### src/rtl/zblank_pkg.sv
package zblank_pkg;
    localparam int CODE_W = 4;
    localparam int SEG_W  = 7;
    typedef logic [SEG_W-1:0]  seg_t;
    typedef logic [CODE_W-1:0] code_t;
    localparam seg_t SEG_DARK = 7'b1111111;
endpackage

### src/rtl/zblank_glyph.sv
module zblank_glyph
    import zblank_pkg::*;
(
    input  code_t code_i,
    output seg_t  seg_n_o
);
    always_comb begin
        unique case (code_i)
            4'h0: seg_n_o = 7'b0000001;
            4'h1: seg_n_o = 7'b1001111;
            4'h2: seg_n_o = 7'b0010010;
            4'h3: seg_n_o = 7'b0000110;
            4'h4: seg_n_o = 7'b1001100;
            4'h5: seg_n_o = 7'b0100100;
            4'h6: seg_n_o = 7'b0100000;
            4'h7: seg_n_o = 7'b0001111;
            4'h8: seg_n_o = 7'b0000000;
            4'h9: seg_n_o = 7'b0000100;
            4'hA: seg_n_o = 7'b0001000;
            4'hB: seg_n_o = 7'b1100000;
            4'hC: seg_n_o = 7'b0110001;
            4'hD: seg_n_o = 7'b1000010;
            4'hE: seg_n_o = 7'b0110000;
            4'hF: seg_n_o = 7'b0111000;
            default: seg_n_o = SEG_DARK;
        endcase
    end

    // every code has a visible glyph; only the blanking path darkens a digit
    always_comb begin
        assert_glyph_visible_R1: assert (seg_n_o != SEG_DARK);
    end
endmodule

### src/rtl/zblank_cell.sv
module zblank_cell
    import zblank_pkg::*;
(
    input  code_t code_i,
    input  logic  rbi_i,
    output logic  rbo_o
);
    logic is_zero;
    assign is_zero = (code_i == '0);
    assign rbo_o   = rbi_i | ~is_zero;

    // blanked digit is zero with a low input
    always_comb begin
        if (!rbo_o) begin
            assert_dark_only_zero_R4: assert (code_i == '0 && !rbi_i);
        end
    end
endmodule

### src/rtl/zblank_disp.sv
module zblank_disp
    import zblank_pkg::*;
#(
    parameter int N = 4
) (
    input  logic [CODE_W*N-1:0] digit_i,
    input  logic                trail_mode_i,
    output logic [SEG_W*N-1:0]  seg_n_o,
    output logic [N-1:0]        rbo_o
);
    localparam int MSD = N - 1;

    for (genvar i = 0; i < N; i++) begin : stage
        code_t code;
        seg_t  glyph;
        logic  lead_rbi, lead_rbo;
        logic  trail_rbi, trail_rbo;
        logic  shown;

        assign code = digit_i[CODE_W*i +: CODE_W];

        zblank_glyph u_glyph (.code_i(code), .seg_n_o(glyph));

        // chain running from most significant digit downward
        if (i == MSD) begin : lead_head
            assign lead_rbi = 1'b0;
        end else begin : lead_link
            assign lead_rbi = stage[i+1].lead_rbo;
        end

        // chain running from least significant digit upward
        if (i == 0) begin : trail_head
            assign trail_rbi = 1'b0;
        end else begin : trail_link
            assign trail_rbi = stage[i-1].trail_rbo;
        end

        zblank_cell u_lead  (.code_i(code), .rbi_i(lead_rbi),  .rbo_o(lead_rbo));
        zblank_cell u_trail (.code_i(code), .rbi_i(trail_rbi), .rbo_o(trail_rbo));

        assign shown = trail_mode_i ? trail_rbo : lead_rbo;
        assign seg_n_o[SEG_W*i +: SEG_W] = shown ? glyph : SEG_DARK;
        assign rbo_o[i] = shown;

        always_comb begin
            if (code != '0) begin
                assert_nonzero_lit_R6: assert (rbo_o[i] && seg_n_o[SEG_W*i +: SEG_W] != SEG_DARK);
            end
            if (!rbo_o[i]) begin
                assert_dark_pattern_R1: assert (seg_n_o[SEG_W*i +: SEG_W] == SEG_DARK);
            end
            if (!trail_mode_i && i == MSD && code == '0) begin
                assert_lead_head_dark_R7: assert (!rbo_o[i]);
            end
            if (trail_mode_i && i == 0 && code == '0) begin
                assert_trail_head_dark_R8: assert (!rbo_o[i]);
            end
        end
    end
endmodule

### config.mk
export PLATFORM = sky130hd
export DESIGN_NAME = zblank_disp
export DESIGN_NICKNAME = d
export VERILOG_FILES = /design/src/rtl/zblank_pkg.sv /design/src/rtl/zblank_glyph.sv /design/src/rtl/zblank_cell.sv /design/src/rtl/zblank_disp.sv
export SDC_FILE = /design/constraint.sdc
export NUM_CORES = 1
export LEC_CHECK = 0
export ABC_AREA = 1
export CELL_PAD_IN_SITES_DETAIL_PLACEMENT = 1
export CELL_PAD_IN_SITES_GLOBAL_PLACEMENT = 2
export CORE_MARGIN = 8
export CORE_UTILIZATION = 26
export DETAILED_ROUTE_END_ITERATION = 8
export GPL_TIMING_DRIVEN = 0
export PLACE_DENSITY_LB_ADDON = 0.3
export SLEW_MARGIN = 20
export SYNTH_ARGS = -nofsm -noshare
export SYNTH_HDL_FRONTEND = slang
export SYNTH_SLANG_ARGS = --single-unit
### constraint.sdc
create_clock -name vclk -period 2.1
set_input_delay 0.315 -clock vclk [all_inputs]
set_output_delay 0.315 -clock vclk [all_outputs]
set_load 0.01 [all_outputs]
==> results of run 1 <==
-- routing by layer --
layer	global-route usage (%)	vias to the layer above	wire length, µm
met5	0	-	0
met4	0.4161	0	21
met3	1.330	2	155
met2	20.22	26	2274
met1	13.54	760	2121
li1	-	909	-
-- area by class of cell --
cell class	count	area (µm²)	area share, %
buffer	11	97.59	4.662
inverter	35	143.9	6.874
multi-input combinational	202	1265	60.43
tap	72	90.09	4.304
timing repair buffer	58	496.7	23.73
-- cells in the mapped netlist --
cell	number	share of area, %
nor2_4	2	1.6
nand2_1	77	20
nand2_2	1	0.43
ha_1	21	18
nor3_1	1	0.35
inv_1	29	7.5
a21oi_1	11	3.8
nand3b_1	1	0.52
a21boi_0	1	0.52
inv_2	2	0.52
nand3_1	46	16
inv_4	4	1.7
nand3_4	5	6.1
nor2_8	3	4.2
buf_2	2	0.69
nand2_4	4	3.1
buf_4	5	2.6
buf_6	4	3.1
o21ai_0	18	6.2
nor2_1	11	2.9
-- worst paths after layout --
path / start / to / slack, ns / cells after the start
max: digit_i[3] / rbo_o[0] / 0.12 / 8
min: digit_i[15] / rbo_o[3] / 1.07 / 5
-- cell families after synthesis --
| kind of cell | count (synthesis) | synth area share, % |
|---|---|---|
| AOI/OAI and AO/OA | 30 | 10.57 |
| adders and majority gates | 21 | 18.20 |
| buffers and inverters | 46 | 16.20 |
| and+or+nand+nor | 151 | 55.03 |
-- critical path, cell delays in order --
cell,delay (ns)
dlygate4sd2_1,0.32
inv_4,0.15
nand3_4,0.11
nor2_8,0.14
buf_4,0.15
a21oi_1,0.07
buf_4,0.13
dlygate4sd2_1,0.28
-- repair_timing --
item,in CTS,in global routing
setup buffers,9,4
resized for setup,72,12
pin swaps,5,3
setup endpoints to repair,32,16
-- cell usage in the layout (no fill, tap or decap), types with 3 or more instances in the layout --
master	n
inv_2	9
buf_4	21
clkbuf_2	3
nand3_4	5
a21oi_1	11
clkdlybuf4s15_2	5
nor2_1	10
ha_4	4
inv_1	21
nand2_4	4
nand3_1	46
nand2_1	76
buf_6	4
inv_4	5
nor2_8	3
o21ai_0	18
ha_1	17
dlygate4sd2_1	32
-- power by group --
part	switching (mW)	internal (mW)	leakage [nW]
clock network	0	0	0
logic	0.211	0.163	1.25
registers	0	0	0
-- metrics by stage --
stage               instances  cell area (µm²)  setup TNS, ns  setup slack [ns]
global route              378             2093       -0.01505          -0.01453
finish                    378             2093              0            0.1180
global placement          365             1984         -17.57           -0.6116
CTS                       374             2054              0          0.009624
floorplan                 248             1444              0            0.5529
detailed placement        365             1984         -17.87           -0.6101
==> impl_metrics.toml, run 1 <==
[floorplanning]
initial_core_util_pct = 26.55
fp.dieArea_mm2 = 0.008194
die_y_um = 90.52
ios = 49
coreArea_mm2 = 0.005439
rows = 27
die_w_um = 90.52

[yosys]
ys_seq_area_share_pct = 0
syn_area_per_cell_um2 = 5.822
ys_types = 20
synthCells = 248
synth_nets = 286
netlist_area_mm2 = 0.001444
synth-warning-count = 0

[sta]
max_freq_ghz = 0.5045
tightest_slew_ns = 0.3211
drv_slew = 0
finalSetupViolations = 0
hold_viol = 0
timing.final.crit_share_pct = 94.38
period_minus_slack_ns = 1.982
rsz0062_at_grt = "true"
fin_hold_ws_ns = 1.070
relSlewSlack_pct = 78.59

[cells_and_area]
n_sequential_cell = 0
seqCellArea_um2 = 0
final_util_pct = 38.49
layout-drive-gt1-share_pct = 22.55
fillers = 737
diodes = 0
final_nets = 346
area_growth_pct = 44.97
nClkBuffers = 0

[global_route]
grt_pass1_wl_mm = 8.073
grt_util_all_layers_pct = 10.91
antenna_found_initial = 0
grt_pass1_vias = 1783
grt.overflow.total = 0
grt_max_degree = 11

[route]
first_pass_iters = 4
vias = 1697
drt_wl_total_mm = 4.573
avgViaCountPerCell = 4.489
wl_per_cell_um = 12.10
ant_nets = 0
drt_iter0_drc = 20
drcViolationCount = 0

[critical_path]
crit_required_ns = 1.78
worstPathArrival_ns = 1.67
end_kind = "primary output"
cp_max_fo = 10
worstSetupPathType = "in -> out"
start_kind = "input pin"

[power_and_ir_drop]
p_leak_nw = 1.246
powerDensity_mw_per_mm2 = 178.6
ir_drop_v = 0.00005736
power_mw = 0.3739

[clock_network]
postCtsHoldBufs = 0

[placement]
dp_hpwl_mm = 3.758
numPortBuffers = 45
place_congestion = 0.7518

[run_status]
status = "completed"

[job]
maxCapViolCount = 0

[min_path]
hold_class = "in -> out"
(Power assumes the default switching activity.)
==> run 2, diff against run 1 <==
--- a/config.mk
+++ b/config.mk
@@ -9,11 +9,13 @@
 export CELL_PAD_IN_SITES_DETAIL_PLACEMENT = 1
 export CELL_PAD_IN_SITES_GLOBAL_PLACEMENT = 2
 export CORE_MARGIN = 8
-export CORE_UTILIZATION = 26
+export CORE_UTILIZATION = 36
 export DETAILED_ROUTE_END_ITERATION = 8
+export DONT_BUFFER_PORTS = 1
 export GPL_TIMING_DRIVEN = 0
 export PLACE_DENSITY_LB_ADDON = 0.3
 export SLEW_MARGIN = 20
 export SYNTH_ARGS = -nofsm -noshare
 export SYNTH_HDL_FRONTEND = slang
 export SYNTH_SLANG_ARGS = --single-unit
+export TNS_END_PERCENT = 10
==> constraint.sdc (replaced) <==
create_clock -name vclk -period 2.1
set_input_delay 0.42 -clock vclk [all_inputs]
set_output_delay 0.42 -clock vclk [all_outputs]
set_load 0.01 [all_outputs]
==> run 2 against run 1 <==
Compared with the run above:
- combinational power fell by 31%
- via count shrank 13%
- final area decreased by 28%
- final cell count down 21%
- total power decreased by 31%
- first-iteration DRC count is 90% higher
==> impl_metrics.toml, run 2 (synthesis results as in run 1) <==
[floorplanning]
die_w_um = 79.33
coreArea_mm2 = 0.003943
fp.dieArea_mm2 = 0.006293
die_y_um = 79.33
ios = 49
rows = 23
initial_core_util_pct = 36.62

[global_route]
grt.overflow.total = 0
grt_pass1_vias = 1376
antenna_found_initial = 0
grt_util_all_layers_pct = 11.45
grt_max_degree = 11
grt_pass1_wl_mm = 6.279

[min_path]
hp-start = "trail_mode_i"
hold_class = "in -> out"
hold_path_depth = 2
hold_end = "seg_n_o[13]"

[cells_and_area]
area_growth_pct = 4.332
final_util_pct = 38.21
fillers = 566
final_common_cell = "nand2_1"
diodes = 0
final_cell_mix = "77 x nand2_1, 46 x nand3_1, 29 x inv_1, 21 x ha_1, 18 x o21ai_0"
n_sequential_cell = 0
seqCellArea_um2 = 0
nClkBuffers = 0
layout-drive-gt1-share_pct = 12.90
multi_input_area_mm2 = 0.001210
final_nets = 288
fin_cells = 298

[critical_path]
crit_required_ns = 1.68
end_kind = "primary output"
path_common_cell = "nand2_1"
cp_num_cells = 8
start_kind = "input pin"
critPathTopFamily = "simple AND/OR/NAND/NOR gates"
slowest_stage = "ha_1"
max_stage_delay_ns = 0.26
worstPathArrival_ns = 1.46
path_buf_inv = 2
crit_chain = "inv_1, ha_1, nand3_4, nor2_8, nand2_1, nand2_1, nand2_1, buf_4"
cp_max_fo = 6
worstSetupPathType = "in -> out"

[sta]
timing.final.crit_share_pct = 89.75
hold_viol = 0
drv_slew = 0
max_freq_ghz = 0.5306
relSlewSlack_pct = 86.06
tightest_slew_ns = 0.2069
rsz0062_at_grt = "false"
period_minus_slack_ns = 1.885
finalSetupViolations = 0
fin_tns_setup_ns = 0

[placement]
dp.cells = 298
place_congestion = 0.7494
numPortBuffers = 0
dp_hpwl_mm = 3.355

[job]
maxCapViolCount = 0

[route]
vias = 1476
drt_iter0_drc = 38
ant_nets = 0
wl_per_cell_um = 13.13
drcViolationCount = 0
first_pass_iters = 4
drt_wl_total_mm = 3.913
avgViaCountPerCell = 4.953

[power_and_ir_drop]
ir_drop_v = 0.00006205
powerDensity_mw_per_mm2 = 171.1
p_leak_nw = 0.9370

[clock_network]
postCtsHoldBufs = 0
cts_setup_buffers = 0
cts_repair_resize_count = 0

[run_status]
status = "completed"
## run 2: cell types whose count changed in the layout (fill, tap and decap cells not counted), moves of 2 or more
| cell | change |
|---|---|
| dlygate4sd2_1 | -32 |
| buf_4 | -16 |
| inv_1 | +8 |
| inv_2 | -7 |
| clkdlybuf4s15_2 | -5 |
| ha_1 | +4 |
| ha_4 | -4 |
| clkbuf_2 | -3 |
| buf_2 | +2 |
| clkdlybuf4s15_1 | -2 |
## run 2: power by group
part / switching (mW) / total (mW) / internal [mW]
combinational: 0.170 / 0.258 / 0.0880
clock: 0 / 0 / 0
sequential: 0 / 0 / 0
total: 0.170 / 0.258 / 0.0880
## run 2: area by class of cell
| type | instances | share of cell area (%) |
|---|---|---|
| buffer | 11 | 6.146 |
| multi-input combinational | 202 | 80.32 |
| tap | 50 | 4.153 |
| inverter | 35 | 9.385 |
## run 2: worst max-delay path by stage
| stage | startpoint | to | slack, ns |
|---|---|---|---|
| after floorplan | digit_i[0] | rbo_o[3] | 0.34 |
| after global placement | digit_i[0] | rbo_o[3] | 0.20 |
| after detailed placement | digit_i[0] | rbo_o[2] | 0.20 |
| after CTS | digit_i[0] | rbo_o[2] | 0.20 |
| after global routing | digit_i[0] | rbo_o[3] | 0.12 |
| final | digit_i[0] | rbo_o[2] | 0.22 |
## run 2: stage by stage
stage / total power [mW] / hold WS, ns / instance area (µm²) / worst slack, ns
floorplan: 0.2168 / 1.008 / 1444 / 0.3429
global placement: 0.2606 / 1.041 / 1506 / 0.2006
detailed placement: 0.2626 / 1.041 / 1506 / 0.1985
CTS: 0.2630 / 1.041 / 1506 / 0.1964
global route: 0.2937 / 1.048 / 1506 / 0.1152
finish: 0.2577 / 1.033 / 1506 / 0.2152
## run 2: routing by layer
metal / wire (µm) / track usage, % / up-vias
met2: 1858 / 20.21 / 24
li1: - / - / 794
met4: 0 / 0 / 0
met5: 0 / 0 / -
met3: 274 / 3.047 / 0
met1: 1781 / 14.26 / 658
